$ cat src/rtl/resp_compactor_pkg.sv
package resp_compactor_pkg;
   typedef enum logic [1:0] {
      CMP_SERIAL_SEL = 2'b00,
      CMP_PARITY     = 2'b01,
      CMP_PARALLEL   = 2'b10,
      CMP_RESERVED   = 2'b11
   } cmp_mode_e;
endpackage

$ cat src/rtl/cmp_input_fold.sv
module cmp_input_fold #(
   parameter int K    = 6,
   parameter int N    = 4,
   parameter int SELW = 3
) (
   input  logic [K-1:0]    resp,
   input  logic [SELW-1:0] sel,
   input  logic            use_parity,
   output logic            ser_bit,
   output logic [N-1:0]    par_vec
);
   logic picked;

   always_comb begin
      picked = 1'b0;
      for (int i = 0; i < K; i++) begin
         if (sel == SELW'(i)) picked = resp[i];
      end
   end

   assign ser_bit = use_parity ? (^resp) : picked;

   generate
      if (K >= N) begin : g_trunc
         assign par_vec = resp[N-1:0];
      end else begin : g_pad
         assign par_vec = {{(N-K){1'b0}}, resp};
      end
   endgenerate
endmodule

$ cat src/rtl/cmp_sig_reg.sv
module cmp_sig_reg #(
   parameter int         N    = 4,
   parameter logic [N-1:0] POLY = 4'b0011
) (
   input  logic         clk,
   input  logic         rst,
   input  logic         en,
   input  logic         serial,
   input  logic         ser_bit,
   input  logic [N-1:0] par_vec,
   output logic [N-1:0] sig
);
   logic [N-1:0] shifted;
   logic [N-1:0] inject;

   always_comb begin
      shifted = {sig[N-2:0], 1'b0} ^ (sig[N-1] ? POLY : '0);
      inject  = serial ? {{(N-1){1'b0}}, ser_bit} : par_vec;
   end

   always_ff @(posedge clk) begin
      if (rst)     sig <= '0;
      else if (en) sig <= shifted ^ inject;
   end


   zero_seed_chk: assert property (@(posedge clk) rst |=> (sig == '0));

   hold_idle_chk: assert property (@(posedge clk) disable iff (rst)
      !en |=> $stable(sig));
endmodule

$ cat src/rtl/cmp_verdict.sv
module cmp_verdict #(
   parameter int N = 4
) (
   input  logic         clk,
   input  logic         rst,
   input  logic         done,
   input  logic [N-1:0] sig,
   input  logic [N-1:0] golden,
   output logic         check_vld,
   output logic         pass
);
   always_ff @(posedge clk) begin
      if (rst) begin
         check_vld <= 1'b0;
         pass      <= 1'b0;
      end else begin
         check_vld <= done;
         pass      <= done && (sig == golden);
      end
   end


   verdict_pulse_chk: assert property (@(posedge clk) disable iff (rst)
      done |=> check_vld);

   verdict_value_chk: assert property (@(posedge clk) disable iff (rst)
      done |=> (pass == ($past(sig) == $past(golden))));

   pass_gated_chk: assert property (@(posedge clk) disable iff (rst)
      !check_vld |-> !pass);
endmodule

$ cat src/rtl/resp_compactor.sv
module resp_compactor
   import resp_compactor_pkg::*;
#(
   parameter int           K    = 6,
   parameter int           N    = 4,
   parameter logic [N-1:0] POLY = 4'b0011,
   localparam int          SELW = (K > 1) ? $clog2(K) + 1 : 1
) (
   input  logic            clk,
   input  logic            rst,
   input  logic [1:0]      mode,
   input  logic [K-1:0]    resp,
   input  logic            resp_valid,
   input  logic [SELW-1:0] sel,
   input  logic [N-1:0]    golden,
   input  logic            done,
   output logic [N-1:0]    signature,
   output logic            check_vld,
   output logic            pass
);
   cmp_mode_e    mode_e;
   logic         ser_bit;
   logic [N-1:0] par_vec;
   logic         serial;
   logic         en;

   assign mode_e = cmp_mode_e'(mode);
   assign serial = (mode_e == CMP_SERIAL_SEL) || (mode_e == CMP_PARITY);
   assign en     = resp_valid && (mode_e != CMP_RESERVED);

   cmp_input_fold #(.K(K), .N(N), .SELW(SELW)) u_fold (
      .resp       (resp),
      .sel        (sel),
      .use_parity (mode_e == CMP_PARITY),
      .ser_bit    (ser_bit),
      .par_vec    (par_vec)
   );

   cmp_sig_reg #(.N(N), .POLY(POLY)) u_sig (
      .clk     (clk),
      .rst     (rst),
      .en      (en),
      .serial  (serial),
      .ser_bit (ser_bit),
      .par_vec (par_vec),
      .sig     (signature)
   );

   cmp_verdict #(.N(N)) u_verdict (
      .clk       (clk),
      .rst       (rst),
      .done      (done),
      .sig       (signature),
      .golden    (golden),
      .check_vld (check_vld),
      .pass      (pass)
   );


   reserved_hold_chk: assert property (@(posedge clk) disable iff (rst)
      (resp_valid && mode == 2'b11) |=> $stable(signature));

   valid_gate_chk: assert property (@(posedge clk) disable iff (rst)
      !resp_valid |=> $stable(signature));
endmodule

$ cat config.mk
export PLATFORM = sky130hd
export DESIGN_NAME = resp_compactor
export DESIGN_NICKNAME = d
export VERILOG_FILES = /design/src/rtl/resp_compactor_pkg.sv /design/src/rtl/cmp_input_fold.sv /design/src/rtl/cmp_sig_reg.sv /design/src/rtl/cmp_verdict.sv /design/src/rtl/resp_compactor.sv
export SDC_FILE = /design/constraint.sdc
export NUM_CORES = 1
export LEC_CHECK = 0
export BUFFER_PORTS_ARGS = -buffer_cell sky130_fd_sc_hd__clkbuf_2
export CAP_MARGIN = 15
export CORE_AREA = 2 2 39 41
export DETAILED_ROUTE_END_ITERATION = 12
export DIE_AREA = 0 0 41 43
export PLACE_DENSITY = 0.67
export SLEW_MARGIN = 25
export SYNTH_ARGS = -nofsm -noshare
export SYNTH_HDL_FRONTEND = slang
export SYNTH_SLANG_ARGS = --single-unit
$ cat constraint.sdc
create_clock -name clk -period 2.87 [get_ports clk]
set_input_delay 0.1435 -clock clk [delete_from_list [all_inputs] [get_ports clk]]
set_output_delay 0.1435 -clock clk [all_outputs]
set_load 0.01 [all_outputs]
-- Yosys cells after proc, flatten, opt, wreduce, memory -nomap -nowiden
Cells that the tools add are included.
- bits of input ports: 20
- register bits: 6
- bitwise logic cells: 2
- muxes and demuxes: 9
- equality and inequality tests: 8
- reduce and logical (&&, ||, !) cells: 6
- operators with widths (kind ; count):
    4-bit by 2-bit == test with 1-bit output (second input constant) ; 2
    4-bit by 3-bit == test with 1-bit output (second input constant) ; 2
    4-bit XOR ; 2
    1-bit 2-to-1 mux ; 7
    6-bit parity ; 1
    4-bit by 1-bit == test with 1-bit output (second input constant) ; 1
    4-bit == test ; 1
    4-bit zero test ; 1
    4-bit 2-to-1 mux ; 1
    2-bit by 1-bit == test with 1-bit output (second input constant) ; 1
    1-bit logical AND ; 2
    2-bit zero test ; 1
    2-bit 2-to-1 mux ; 1
    2-bit != test (second input constant) ; 1
    1-bit logical OR ; 1

-- Depth between registers and ports, before layout
- depth after elaboration: 10
- gate-level depth with buffers: 5

-- By module
Synthesis repeated with hierarchy kept, for this count alone.
- cells, all modules: 53
- area, all modules: 515.5 um^2
- by module, submodules not included (module ; sequential area each (um^2) ; area an instance (um^2) ; cells each ; instances):
    cmp_sig_reg ; 80.1 ; 241.5 ; 25 ; 1
    cmp_input_fold ; 0.0 ; 142.6 ; 15 ; 1
    cmp_verdict ; 40.0 ; 110.1 ; 10 ; 1
    resp_compactor ; 0.0 ; 21.3 ; 3 ; 1

-- Worst setup path before layout
No wires, ideal clock.
- path kind: register to register
- from: register u_sig.sig[3]
- to: register u_sig.sig[0]
- library setup time: 117 ps
- period minus slack after synthesis: 1214 ps
- stages on the path, launching flop included: 5
- data required time: 2753 ps
- arrival time: 1097 ps
- slack: 1656 ps
- cell sequence: dfxtp_1 buf_2 a2111oi_2 o211ai_1 and4bb_1
- longest elaborated chain between the ends: 3
- ends and longest elaborated chain (item ; RTL line ; text):
    from (decl) ; cmp_sig_reg.sv:11 ; output logic [N-1:0] sig
    from (signal assigned) ; cmp_sig_reg.sv:23 ; else if (en) sig <= shifted ^ inject;
    2-bit 2-to-1 mux ; cmp_sig_reg.sv:17 ; shifted = {sig[N-2:0], 1'b0} ^ (sig[N-1] ? POLY : '0);
    4-bit XOR ; cmp_sig_reg.sv:17 ;
    4-bit XOR ; cmp_sig_reg.sv:23 ;
Every way passes these cells.
A chain may end at the register's enable or synchronous reset.

-- Worst setup path after layout
Ends and elaborated chain as after synthesis.

==> run metrics <==
clk_skew 0.002646 ns; hold crit path type in -> reg; Starting Density 34.45%; Slew Limit Headroom 65.38%; DR pass1 iterations 4; drt drc 0; first-pass GRT wire length 1.863 mm; Unique masters post-synth 26; GPL Wtd Cong 0.7867; met3 wire length 49 µm; WL met1 426 µm; layout cell share with drive strength beyond 1 38.46%; Final TNS setup 0 ns; multiplexer share of the synthesized area 10.76%; Crit Reg-Reg Endpoint u_sig.sig[0]; Vias/cell 4.957; cell chain of the critical path a2111oi_2, o211ai_1, and4bb_1; Slew Viols, Final 0; worst r2r src u_sig.sig[3]; Worst setup SP type flop; layout net count 100; total routed wirelength 1.014 mm; maxcap violations 0; mean post-synth cell area 9.167 µm²; crit-path max FO 8; largest net degree at the start of global routing 10; Die Span Y 43 µm; cts hold-fix bufs 0; most frequent cells in the layout clkbuf_2 (25), xor2_1 (7), dfxtp_1 (6); Lkg Pwr 0.3097 nW; worst-skew pair later-pin latency 0.24 ns; depth of the CTS H-tree 1; XOR/XNOR Fraction of Synth Area 24.93%; r2r setup slk 1.67 ns; highest routed layer met3; FF+latch count, synth 6; Layout area overhead 33.07%; DIE AREA 0.001763 mm²; met2 wire len 539 µm; Syn. warnings 0; post-synthesis adder-cell area fraction 0%; Final period util 41.95%; CTS tree done; post-route ant nets 0; TritonCTS Buffers 3; CTS sink cnt 6; WP data arrival 1.33 ns; Crit Path Class reg -> reg; grt ovf 0; I/O Pins 26; Fill cells 150; Max VDD drop 0.1645 mV; Core Region 0.001384 mm²; Tot GR Track Use 15.48%; Worst Hold End u_sig.sig[3]; register area share after synthesis 25.20%; largest family of logic cells by synthesized area XOR/XNOR gates; Ant. Diodes 0; vias in the first global route 483; CP Capture Type flop; status finished, final reports clean; Vias 466; drt wl/cell 10.79 µm; Net Count, Synth 72; RSZ-0062 raised after global routing no; final setup fails 0; simple-gate share of the synthesized area 21.26%; Cells after Synth 52; commonest non-fill, non-tap cell in the layout clkbuf_2; Slowest cell on crit path dfxtp_1; Max Fclk 0.8307 GHz; initial antenna violation count 0; Final Critical Period 1.204 ns; Crit path required time 3.00 ns; Compound-Gate Fraction of Synth Area 14.17%; cell count of the worst reg-to-reg path 3; hold depth 2; buffer depth of the longest clock path 2; Hold Path Origin rst; hold_ws 0.1520 ns; placed wire-length estimate 885.9 µm; Pwr Density 394.3 mW/mm²; post-CTS sizing 0; slew of the pin with the lowest slew margin 0.5120 ns; synthesized cell area 476.7 µm²; Root Buffer Master clkbuf_4; iteration-0 DRC count of the detailed router 17; CP max stage delay 0.40 ns; total setup buffers inserted after CTS 0; Final Hold Fails 0; Worst-path clk slew 0.04 ns; number of cell rows 14; count of input and output buffers 25; Die Span X 41 µm
-- through the flow --
stage                     worst slack [ns]  std cells  util (%)  cell area [µm²]  power, mW
after floorplan                      1.656         52         -            476.7     0.1489
after global placement               1.493         91     44.21            611.8     0.1777
after detailed placement             1.489         91     44.21            611.8     0.1793
after CTS                            1.658         94     45.84            634.4     0.2574
after global routing                 1.545         94     45.84            634.4     0.2738
final                                1.666         94     45.84            634.4     0.2501
-- Yosys cell counts --
| master | instances | area, µm² |
|---|---|---|
| xor2_1 | 7 | 61.31 |
| dfxtp_1 | 6 | 120.1 |
| nand2_1 | 5 | 18.77 |
| nor2_1 | 4 | 15.01 |
| xnor2_1 | 4 | 35.03 |
| a211oi_1 | 2 | 15.01 |
| a21oi_1 | 2 | 10.01 |
| buf_2 | 2 | 10.01 |
| inv_1 | 2 | 7.510 |
| nor4b_1 | 2 | 17.52 |
| a2111oi_2 | 1 | 15.01 |
| a21boi_1 | 1 | 7.510 |
| a21o_1 | 1 | 7.510 |
| and4bb_1 | 1 | 12.51 |
| mux2_4 | 1 | 15.01 |
| mux2i_1 | 1 | 10.01 |
| mux4_1 | 1 | 26.28 |
| nand2b_1 | 1 | 6.260 |
| nand3_1 | 1 | 5.000 |
| nand4b_1 | 1 | 8.760 |
| nor2b_1 | 1 | 6.260 |
| nor3_1 | 1 | 5.000 |
| nor4_1 | 1 | 6.260 |
| o211ai_1 | 1 | 7.510 |
| o21ai_0 | 1 | 5.000 |
| xnor3_1 | 1 | 22.52 |
-- worst max path at each step --
stage,from,endpoint,cells past startpoint
floorplan,u_sig.sig[3],u_sig.sig[0],4
global placement,sel[0],u_sig.sig[0],5
detailed placement,sel[1],u_sig.sig[0],5
CTS,u_sig.sig[3],u_sig.sig[0],3
global route,u_sig.sig[3],u_sig.sig[0],3
finish,u_sig.sig[3],u_sig.sig[0],3
-- worst max-delay path: cells and delay by family (launching register included) --
kind	cells	cell delay, ns
simple gates	1	0.21
compound gates	2	0.49
flops	1	0.40
-- area by class of cell --
type                            instances  area (µm²)  share of cell area [%]
Sequential cell                         6       120.1                   18.93
Timing Repair Buffer                   25       125.1                   19.72
Tap cell                               16       20.02                   3.156
Multi-Input combinational cell         42       339.1                   53.45
Inverter                                2       7.507                   1.183
Clock buffer                            3       22.52                   3.550
-- registers in the layout (all words and copies together) (netlist names) --
register	flops
u_verdict.pass	1
u_verdict.check_vld	1
u_sig.sig	4
-- power by group --
part | internal (mW) | switching [mW] | leakage, nW | total (mW)
clock network | 0.0470 | 0.0261 | 0.0138 | 0.0731
logic | 0.0436 | 0.0348 | 0.246 | 0.0784
registers | 0.0900 | 0.00869 | 0.0494 | 0.0986
-- cells by family after synthesis --
group,after synthesis
and+or+nand+nor,18
muxes,3
xor gates and xnor gates,12
buffers and inverters,4
DFF,6
AOI/OAI and AO/OA,9
-- metal layers --
metal / vias to the layer above / GRT usage, %
met3: 0 / 1.571
met4: 0 / 10.00
met5: - / 0
li1: 239 / -
met2: 17 / 25.94
met1: 210 / 17.10
Power figures use the tool's default switching activity.
